===== config.mk =====
export PLATFORM = sky130hd
export DESIGN_NAME = dbg_trace_capture
export DESIGN_NICKNAME = d
export VERILOG_FILES = /design/src/rtl/dtc_pkg.sv /design/src/rtl/dtc_mem.sv /design/src/rtl/dtc_seq.sv /design/src/rtl/dbg_trace_capture.sv
export SDC_FILE = /design/constraint.sdc
export NUM_CORES = 2
export LEC_CHECK = 0
export BUFFER_PORTS_ARGS = -buffer_cell sky130_fd_sc_hd__clkbuf_2
export CAP_MARGIN = 10
export CORE_UTILIZATION = 60
export CTS_BUF_LIST = sky130_fd_sc_hd__clkbuf_4
export DETAILED_ROUTE_END_ITERATION = 12
export PLACE_DENSITY = 0.8
export REMOVE_ABC_BUFFERS = 1
export SLEW_MARGIN = 20
export SYNTH_ARGS = -nofsm -noshare
export SYNTH_HDL_FRONTEND = slang
export SYNTH_SLANG_ARGS = --single-unit

===== constraint.sdc =====
create_clock -name clk -period 6.15 [get_ports clk]
set_input_delay 0.615 -clock clk [delete_from_list [all_inputs] [get_ports clk]]
set_output_delay 0.615 -clock clk [all_outputs]
set_load 0.1 [all_outputs]

===== src/rtl/dtc_pkg.sv =====
package dtc_pkg;
  localparam int REG_W   = 64;
  localparam int NUM_BUS = 4;
  localparam int BSEL_W  = $clog2(NUM_BUS);

  // Bit numbering counts from the most significant bit (bit 0 = value bit 63)
  localparam int CMD_START_BIT = REG_W - 1 - 0;
  localparam int CMD_STOP_BIT  = REG_W - 1 - 1;
  localparam int CMD_RESET_BIT = REG_W - 1 - 2;
  localparam int BSEL_MSB      = REG_W - 1 - 14;
  localparam int BSEL_LSB      = REG_W - 1 - 15;
  localparam int RUN_FLAG_BIT  = 0;

  typedef enum logic [1:0] {
    RS_CTRL = 2'd0,
    RS_CFG  = 2'd1,
    RS_HI   = 2'd2,
    RS_LO   = 2'd3
  } reg_sel_e;
endpackage


===== src/rtl/dtc_mem.sv =====
module dtc_mem #(
  parameter int ROW_W = 128,
  parameter int DEPTH = 16,
  localparam int PTR_W = $clog2(DEPTH)
) (
  input  logic             clk,
  input  logic             we,
  input  logic [PTR_W-1:0] waddr,
  input  logic [ROW_W-1:0] wdata,
  input  logic [PTR_W-1:0] raddr,
  output logic [ROW_W-1:0] rdata
);
  logic [ROW_W-1:0] rows_q [DEPTH];

  // Storage carries no reset; contents survive the reset command
  always_ff @(posedge clk) begin
    if (we) begin
      rows_q[waddr] <= wdata;
    end
  end

  assign rdata = rows_q[raddr];
endmodule


===== src/rtl/dtc_seq.sv =====
module dtc_seq #(
  parameter int DEPTH = 16,
  localparam int PTR_W = $clog2(DEPTH)
) (
  input  logic             clk,
  input  logic             rst_n,
  input  logic             cmd_start,
  input  logic             cmd_stop,
  input  logic             cmd_reset,
  input  logic             data_rd,
  output logic             running,
  output logic             cap_en,
  output logic [PTR_W-1:0] wptr,
  output logic [PTR_W-1:0] rptr
);
  localparam logic [PTR_W-1:0] LAST = PTR_W'(DEPTH - 1);

  logic             run_q, run_d;
  logic             wrap_q, wrap_d;
  logic [PTR_W-1:0] wptr_q, wptr_d;
  logic [PTR_W-1:0] rptr_q, rptr_d;
  logic             upd_en;

  function automatic logic [PTR_W-1:0] step(input logic [PTR_W-1:0] p);
    return (p == LAST) ? '0 : PTR_W'(p + 1'b1);
  endfunction

  always_comb begin
    run_d  = run_q;
    wrap_d = wrap_q;
    wptr_d = wptr_q;
    rptr_d = rptr_q;
    cap_en = 1'b0;
    if (cmd_reset) begin
      run_d  = 1'b0;
      wrap_d = 1'b0;
      wptr_d = '0;
      rptr_d = '0;
    end else if (cmd_stop) begin
      if (run_q) begin
        run_d  = 1'b0;
        rptr_d = wrap_q ? wptr_q : '0;
      end
    end else begin
      if (cmd_start) begin
        run_d = 1'b1;
      end
      if (run_q) begin
        cap_en = 1'b1;
        wptr_d = step(wptr_q);
        if (wptr_q == LAST) begin
          wrap_d = 1'b1;
        end
      end else if (data_rd) begin
        rptr_d = step(rptr_q);
      end
    end
  end

  assign upd_en = cmd_reset | cmd_stop | cmd_start | run_q | data_rd;

  always_ff @(posedge clk or negedge rst_n) begin
    if (!rst_n) begin
      run_q  <= 1'b0;
      wrap_q <= 1'b0;
      wptr_q <= '0;
      rptr_q <= '0;
    end else if (upd_en) begin
      run_q  <= run_d;
      wrap_q <= wrap_d;
      wptr_q <= wptr_d;
      rptr_q <= rptr_d;
    end
  end

  assign running = run_q;
  assign wptr    = wptr_q;
  assign rptr    = rptr_q;

  assert_wptr_step_R1: assert property (@(posedge clk) disable iff (!rst_n)
    (run_q && !cmd_stop && !cmd_reset) |=>
      (wptr_q == (($past(wptr_q) == LAST) ? '0 : PTR_W'($past(wptr_q) + 1'b1))));

  assert_stop_oldest_R3: assert property (@(posedge clk) disable iff (!rst_n)
    (run_q && cmd_stop && !cmd_reset) |=>
      (!run_q && rptr_q == ($past(wrap_q) ? $past(wptr_q) : '0)));

  assert_rd_hold_R5: assert property (@(posedge clk) disable iff (!rst_n)
    (run_q && data_rd && !cmd_stop && !cmd_reset) |=> $stable(rptr_q));

  assert_rd_step_R6: assert property (@(posedge clk) disable iff (!rst_n)
    (!run_q && data_rd && !cmd_reset && !cmd_start) |=>
      (rptr_q == (($past(rptr_q) == LAST) ? '0 : PTR_W'($past(rptr_q) + 1'b1))));

  assert_reset_clear_R9: assert property (@(posedge clk) disable iff (!rst_n)
    cmd_reset |=> (!run_q && !wrap_q && wptr_q == '0 && rptr_q == '0));
endmodule


===== src/rtl/dbg_trace_capture.sv =====
module dbg_trace_capture #(
  parameter int DEPTH = 16,
  localparam int REG_W = dtc_pkg::REG_W,
  localparam int ROW_W = 2 * REG_W,
  localparam int PTR_W = $clog2(DEPTH),
  localparam int BSEL_W = dtc_pkg::BSEL_W
) (
  input  logic             clk,
  input  logic             rst_n,
  input  logic [ROW_W-1:0] trc_in0,
  input  logic [ROW_W-1:0] trc_in1,
  input  logic [ROW_W-1:0] trc_in2,
  input  logic [ROW_W-1:0] trc_in3,
  input  logic [1:0]       reg_sel,
  input  logic             reg_wr,
  input  logic             reg_rd,
  input  logic [REG_W-1:0] reg_wdata,
  output logic [REG_W-1:0] reg_rdata
);
  import dtc_pkg::*;

  logic             rst_meta_q, rst_sync_q;
  logic [ROW_W-1:0] bus_arr [NUM_BUS];
  logic [BSEL_W-1:0] bsel_q;
  logic             cfg_wr_en;
  logic             ctrl_wr, cmd_start, cmd_stop, cmd_reset, data_rd;
  logic             running, cap_en;
  logic [PTR_W-1:0] wptr, rptr;
  logic [ROW_W-1:0] rd_row;
  reg_sel_e         sel;
  logic             unused_wbits;

  // Asynchronous assertion, synchronous release
  always_ff @(posedge clk or negedge rst_n) begin
    if (!rst_n) begin
      rst_meta_q <= 1'b0;
      rst_sync_q <= 1'b0;
    end else begin
      rst_meta_q <= 1'b1;
      rst_sync_q <= rst_meta_q;
    end
  end

  assign bus_arr[0] = trc_in0;
  assign bus_arr[1] = trc_in1;
  assign bus_arr[2] = trc_in2;
  assign bus_arr[3] = trc_in3;

  assign sel       = reg_sel_e'(reg_sel);
  assign ctrl_wr   = reg_wr && (sel == RS_CTRL);
  assign cmd_start = ctrl_wr && reg_wdata[CMD_START_BIT];
  assign cmd_stop  = ctrl_wr && reg_wdata[CMD_STOP_BIT];
  assign cmd_reset = ctrl_wr && reg_wdata[CMD_RESET_BIT];
  assign data_rd   = reg_rd && ((sel == RS_HI) || (sel == RS_LO));
  assign cfg_wr_en = reg_wr && (sel == RS_CFG);

  assign unused_wbits = ^{reg_wdata[CMD_RESET_BIT-1:BSEL_MSB+1],
                          reg_wdata[BSEL_LSB-1:0]};

  always_ff @(posedge clk or negedge rst_sync_q) begin
    if (!rst_sync_q) begin
      bsel_q <= '0;
    end else if (cfg_wr_en) begin
      bsel_q <= reg_wdata[BSEL_MSB:BSEL_LSB];
    end
  end

  dtc_seq #(.DEPTH(DEPTH)) u_seq (
    .clk       (clk),
    .rst_n     (rst_sync_q),
    .cmd_start (cmd_start),
    .cmd_stop  (cmd_stop),
    .cmd_reset (cmd_reset),
    .data_rd   (data_rd),
    .running   (running),
    .cap_en    (cap_en),
    .wptr      (wptr),
    .rptr      (rptr)
  );

  dtc_mem #(.ROW_W(ROW_W), .DEPTH(DEPTH)) u_mem (
    .clk   (clk),
    .we    (cap_en),
    .waddr (wptr),
    .wdata (bus_arr[bsel_q]),
    .raddr (rptr),
    .rdata (rd_row)
  );

  always_comb begin
    reg_rdata = '0;
    case (sel)
      RS_CFG:  reg_rdata[BSEL_MSB:BSEL_LSB] = bsel_q;
      RS_HI:   reg_rdata = rd_row[ROW_W-1:REG_W];
      RS_LO:   reg_rdata = running ? (REG_W'(1) << RUN_FLAG_BIT) : rd_row[REG_W-1:0];
      default: reg_rdata = '0;
    endcase
  end

  assert_lo_flag_R4: assert property (@(posedge clk) disable iff (!rst_sync_q)
    (running && sel == RS_LO) |-> (reg_rdata == (REG_W'(1) << RUN_FLAG_BIT)));

  assert_cfg_hold_R8: assert property (@(posedge clk) disable iff (!rst_sync_q)
    !cfg_wr_en |=> $stable(bsel_q));
endmodule


## Word level (Yosys, flattened, before mapping)

Memories as Yosys holds them, arrays and structs flattened.
Index checks and enable logic that the tools add are counted.

- $add $sub $neg: 2
- Muxes and demuxes: 30
- Reduce and logical (&&, ||, !) cells: 16
- Magnitude comparators: 1
- Equality and inequality tests: 8
- Bitwise logic cells: 5

Operators with widths:

| operator | number |
|---|---|
| binary-select mux 128 bit (select 2 bit) | 1 |
| two-way mux 128 bit | 2 |
| case mux 48 bit (2 select lines) | 1 |
| two-way mux 64 bit | 1 |
| two-way mux 4 bit | 11 |
| case mux 14 bit (2 select lines) | 1 |
| two-way mux 1 bit | 12 |
| adder 4 x 1 -> 4 bit (second input constant) | 2 |
| == test 4 bit (second input constant) | 2 |
| AND reduction 4 bit | 2 |
| logical AND 1 bit | 6 |
| case mux 2 bit (3 select lines) | 1 |
| nonzero test 3 bit | 2 |
| == test 2 bit (second input constant) | 2 |
| OR 1 bit | 4 |
| nonzero test 2 bit | 2 |
| greater-or-equal comparator 3 bit (second input constant) | 1 |
| != test 3 x 1 -> 1 bit (second input constant) | 1 |
| != test 3 bit (second input constant) | 1 |
| NOT 2 -> 3 bit | 1 |
| AND reduction 3 bit | 1 |
| == test 2 x 1 -> 1 bit (second input constant) | 1 |
| logical NOT 2 bit | 1 |
| != test 2 bit (second input constant) | 1 |
| other kinds (2) | 2 |

- Bits in writable memories: 2048
- Input port bits: 582
- Output and inout port bits: 64
- Bits in registers: 14
- Word-level logic and storage cells: 70
- Memories: 1

Memories:

| memory | depth | width | rd ports | clocked after memory_dff | wr ports | line | RTL |
|---|---|---|---|---|---|---|---|
| u_mem.rows_q | 16 | 128 | 1 | 0 | 1 | dtc_mem.sv:13 | `logic [ROW_W-1:0] rows_q [DEPTH];` |

## Depth between registers and ports, before layout

- Word-level depth: 8
- Gate-level depth with buffers: 10
- Gate-level depth less buffers: 6

## Cells and area by module

Synthesis repeated with hierarchy kept, for this count alone.

- Cell total of the unflattened synthesis: 3680
- Area total of the unflattened synthesis: 82177.6 sq um

By module, submodules not included:

| module | seq. area each (sq um) | cells each | area an instance (sq um) | instances |
|---|---|---|---|---|
| dtc_mem | 61499.0 | 3229 | 76887.5 | 1 |
| dbg_trace_capture | 100.1 | 391 | 4738.3 | 1 |
| dtc_seq | 250.2 | 60 | 551.8 | 1 |

## Least setup slack after synthesis

Ideal clock, no wire load.

- Path type: input -> register
- Start: input port reg_wr
- End: memory u_mem.rows_q[1][0], enable pin
- Data required time: 5.177 ns
- Data arrival time: 14.205 ns
- Path slack: -9.028 ns
- Library setup time: 0.973 ns
- Buffers on the path: 1
- Stages on the path: 4
- Cells stage by stage: or3b_2 -> o21ai_0 -> clkbuf_1 -> nor4b_1

- Word-level cells in the longest chain between the ends: 6
- Elaborated cells on any way between the ends: 7
- Classes of those cells: mux (4); reduce/logical (3)

Ends and longest elaborated chain:

| what | line | RTL |
|---|---|---|
| start, declared | dbg_trace_capture.sv:15 | `input logic reg_wr,` |
| logical AND 1 bit (*) | dbg_trace_capture.sv:50 | `assign ctrl_wr = reg_wr && (sel == RS_CTRL);` |
| logical AND 1 bit | dbg_trace_capture.sv:52 | `assign cmd_stop = ctrl_wr && reg_wdata[CMD_STOP_BIT];` |
| two-way mux 1 bit | dtc_seq.sv:39 | `end else if (cmd_stop) begin` |
| two-way mux 1 bit (*) | dtc_seq.sv:34 | `if (cmd_reset) begin` |
| two-way mux 1 bit (*) | dtc_mem.sv:17 | `if (we) begin` |
| two-way mux 1 bit (implied by the code) (*) | dtc_mem.sv:18 | `rows_q[waddr] <= wdata;` |
| end, declared | dtc_mem.sv:13 |  |

Mark *: on every way between the ends. The rest lies on a longest branch, timed or not.

## Worst setup path in the final report

- Start: register u_seq.rptr_q[3], in the netlist u_seq.rptr[3]
- End: output port reg_rdata[23]

- Word-level cells in the longest chain between the ends: 3

Ends and longest elaborated chain:

| what | line | RTL |
|---|---|---|
| start, declared | dtc_seq.sv:21 | `logic [PTR_W-1:0] rptr_q, rptr_d;` |
| start signal, assigned | dtc_seq.sv:72 | `rptr_q <= rptr_d;` |
| memory (16 x 128 bit) (*) | -- |  |
| two-way mux 64 bit | dbg_trace_capture.sv:95 | `RS_LO: reg_rdata = running ? (REG_W'(1) << RUN_FLAG_BIT) : rd_row[REG_W-1:0];` |
| case mux 48 bit (2 select lines) (*) | dbg_trace_capture.sv:92 | `case (sel)` |
| end, declared | dbg_trace_capture.sv:18 | `output logic [REG_W-1:0] reg_rdata` |

Marks and branches as above.

==> impl_metrics.yaml <==
status:
  status: "completed"
timing:
  final_period_minus_worst_setup_slack_ps: 5570
  grt_setup_unrepaired: "false"
  finalClockSkew_ps: 67.5
  finalSetupViolCount: 0
  timing.final.max_slew_violations: 0
  finalHoldWorstSlack_ps: 143
  layout_worst_path_cycle_share_pct: 90.5
  final_hold_viol_count: 0
  slew_headroom_pct: 24.9
  timing.fmax_ghz: 0.180
  timing.final.ws_setup_ps: 583
  worstMarginPinSlew_ps: 1130
synth:
  synth_top_cells_by_count: "sky130_fd_sc_hd__edfxtp_1 (2048), sky130_fd_sc_hd__mux4_2 (571), sky130_fd_sc_hd__mux2i_1 (252), sky130_fd_sc_hd__clkbuf_1 (97), sky130_fd_sc_hd__buf_2 (67)"
  post-synth-top-count-cell: "sky130_fd_sc_hd__edfxtp_1"
  number_of_standard_cells_after_synthesis: 3575
  yosys_most_used_dff: "sky130_fd_sc_hd__edfxtp_1"
  synth_area_per_cell_um2: 22.9
  yosysTopAreaCellShare_pct: 75.2
  yosysTopAreaCell: "sky130_fd_sc_hd__edfxtp_1"
  yosys-top-cells-area: "sky130_fd_sc_hd__edfxtp_1 (75%), sky130_fd_sc_hd__mux4_2 (16%), sky130_fd_sc_hd__mux2i_1 (3.1%), sky130_fd_sc_hd__mux2_2 (0.91%), sky130_fd_sc_hd__o221ai_1 (0.57%)"
  synth.ff_latch_count: 2062
  synth_seq_area_share_pct: 75.6
  synth-edff-count: 2048
  synth_warnings: 0
  post_synth_instance_area_um2: 81800
  netlist-cell-type-count: 52
  synthArstFlopShare_pct: 0.679
setup_path:
  timing.setup.critical_path_class: "reg2out"
  path_cells: "inv_1 -> nand2b_4 -> buf_4 -> o22a_1 -> o221ai_1 -> clkbuf_2"
  reg2reg_to: "u_mem.rows_q[6][78]$_DFFE_PP_"
  worstSetupStartpointType: "register"
  crit_path_max_delay_family: "buffers and inverters"
  critPathRequiredTime_ps: 5530
  path_buf_inv: 3
  regToRegSetupSlack_ps: 2820
  critPathMaxStageDelay_ps: 900
  setup.worst_path.end_class: "output pin"
  reg2reg_from: "u_seq.running$_DFFE_PN0P_"
  cpMaxStageDelayCell: "sky130_fd_sc_hd__nand2b_4"
  timing.critical_path.arrival_ps: 4950
  crit_path_max_fanout: 42
  reg2regPathDepth: 5
  instance_count_on_the_critical_path: 6
floorplanning:
  core-area_um2: 135000
  floorplan.die_area_um2: 138000
  io-pin-count: 646
  initial_core_util_pct: 60.5
  floorplan.rows: 135
  die_width_um: 371
  die_h_um: 371
global_routing:
  via_count_of_the_first_global_routing_pass: 45100
  antenna_found_initial: 2
  gr-usage-all-layers_pct: 27.9
  grt_start_max_net_pins: 129
  globalRoute.totalOverflow: 0
  first_pass_grt_wire_length_um: 278000
power_and_ir_drop:
  p_int_uw: 27300
  power.density_nw_per_um2: 419
  share_clk_of_total_power_pct: 26.2
  leakagePower_uw: 0.0327
  max-vdd-ir-drop_v: 0.000400
  share_seq_of_total_power_pct: 44.2
  combinational_fraction_of_design_power_pct: 29.6
  power_switching_uw: 12800
  swShare_pct: 31.9
clocking:
  cts_htree_levels: 5
  cts_max_path_buffers: 4
  post_cts.repair.setup_buffers: 0
  cts_buffers: 485
  clock_root_buffer: "sky130_fd_sc_hd__clkbuf_4"
  post_cts_resize_count: 0
  tritoncts: "done"
  holdBufCountCts: 279
  clk_pin_slew_worst_paths_ps: 60
  clk-insertion-delay-late_ps: 1290
  clock-sinks: 2062
job:
  max_cap_violations: 0
route:
  avgRoutedWirePerCell_um: 27.6
  via_count: 43700
  drt_iter0_drc: 3977
  drc: 0
  antenna_left: 0
  finalWirelength_um: 191000
  firstDrtPassIters: 5
  avgViaCountPerCell: 6.31
worst_hold_path:
  min_delay_path_depth: 4
  hold_path_startpoint: "reg_sel[1]"
  hp-class: "in2reg"
  hold-path-endpoint: "u_seq.rptr[3]$_DFFE_PN0P_"
placement:
  port_buffers: 586
  place.detailed.hpwl_um: 94000
  placed_cells: 5799
  preCtsSetupSlack_ps: 1840
  routabilityCongestion: 0.762
  placed_cell_area_um2: 87000
layout:
  final_layout_size_suffix_gt1_share_pct: 40.4
  post-route-util_pct: 70.8
  stdcell_count: 6923
  design.final.nets: 5371
  syn2layout_area_growth_pct: 17.1
  final_cell_area_um2: 95800
[layer usage]
layer,share of wire [%],track usage [%]
met1,37,36.4
met2,52,47.4
met3,8.9,5.49
met4,2.6,9.75
met5,0,0
[tightest hold or removal path: stages]
cell and delay (ps):
sky130_fd_sc_hd__clkbuf_2 200, sky130_fd_sc_hd__or3b_2 180, sky130_fd_sc_hd__o22ai_1 210, sky130_fd_sc_hd__a21oi_1 180
[placed cells by master, fill, tap and decap left out, drive strengths merged, types with 3 or more instances in the layout]
| cell | instances |
|---|---|
| a211oi | 8 |
| nor4 | 4 |
| o22a | 45 |
| nand2b | 7 |
| o21ai | 18 |
| buf | 78 |
| a221oi | 8 |
| bufinv | 3 |
| edfxtp | 2048 |
| dfrtp | 14 |
| mux2 | 66 |
| and2 | 8 |
| a21oi | 52 |
| o211ai | 47 |
| nand3 | 3 |
| ha | 5 |
| o221ai | 53 |
| nand2 | 18 |
| o22ai | 13 |
| nor2 | 35 |
| o32a | 8 |
| nor3 | 7 |
| nor2b | 6 |
| inv | 16 |
| mux2i | 252 |
| a22oi | 14 |
| clkinvlp | 4 |
| nor3b | 3 |
| mux4 | 571 |
| clkbuf | 1306 |
| dlygate4sd3 | 279 |
| a32oi | 5 |
| clkinv | 110 |
[registers in the layout (all words and copies together), names as in the netlist]
signal,cells
rst_sync_q,1
u_seq.wrap_q,1
u_seq.wptr,4
u_seq.rptr,4
bsel_q,2
u_mem.rows_q,2048
rst_meta_q,1
u_seq.running,1
[worst max path at each step]
stage / to / start / slack [ps]
CTS: reg_rdata[21] / u_seq.rptr[0]$_DFFE_PN0P_ / 440
floorplan: reg_rdata[0] / u_seq.rptr[0]$_DFFE_PN0P_ / -18880
global placement: reg_rdata[21] / u_seq.rptr[0]$_DFFE_PN0P_ / 1870
global route: reg_rdata[21] / u_seq.rptr[0]$_DFFE_PN0P_ / 340
finish: reg_rdata[23] / u_seq.rptr[3]$_DFFE_PN0P_ / 580
detailed placement: reg_rdata[40] / reg_sel[1] / 1840
[stage by stage]
| stage | total power, uW | setup TNS [ps] |
|---|---|---|
| 2_1_floorplan | 26900 | -8199020 |
| 3_3_place_gp | 29300 | 0 |
| 3_5_place_dp | 29500 | 0 |
| 4_1_cts | 40300 | 0 |
| 5_1_grt | 41700 | 0 |
| 6_report | 40100 | 0 |
[final cells by class]
| type | count | area, um^2 |
|---|---|---|
| Clock inverter | 123 | 577 |
| Timing Repair Buffer | 943 | 6700 |
| Sequential cell | 2062 | 61900 |
| Clock buffer | 720 | 5410 |
| Fill cell | 7919 | 39500 |
| Multi-Input combinational cell | 1282 | 19000 |
| Inverter | 10 | 47.5 |
| Tap cell | 1781 | 2230 |
| Antenna cell | 2 | 5.00 |
[power by group through the flow]
stage | Clock (uW) | Sequential [uW] | Combinational, uW
after floorplan | 0 | 18700 | 8170
after global placement | 0 | 18000 | 11300
after detailed placement | 0 | 18000 | 11500
after CTS | 10700 | 17700 | 11900
after global routing | 11400 | 17800 | 12500
final | 10500 | 17700 | 11900
[cells by family after synthesis]
group,count (synthesis),share of synthesized area [%]
other,1,0.00458
muxes,889,19.7
buffers and inverters,231,1.38
and+or+nand+nor,101,0.618
AOI/OAI and AO/OA,285,2.59
DFF,2062,75.6
xor gates and xnor gates,1,0.0107
adders and majority gates,5,0.0765
Note: power is estimated with default switching activity, not from simulation.
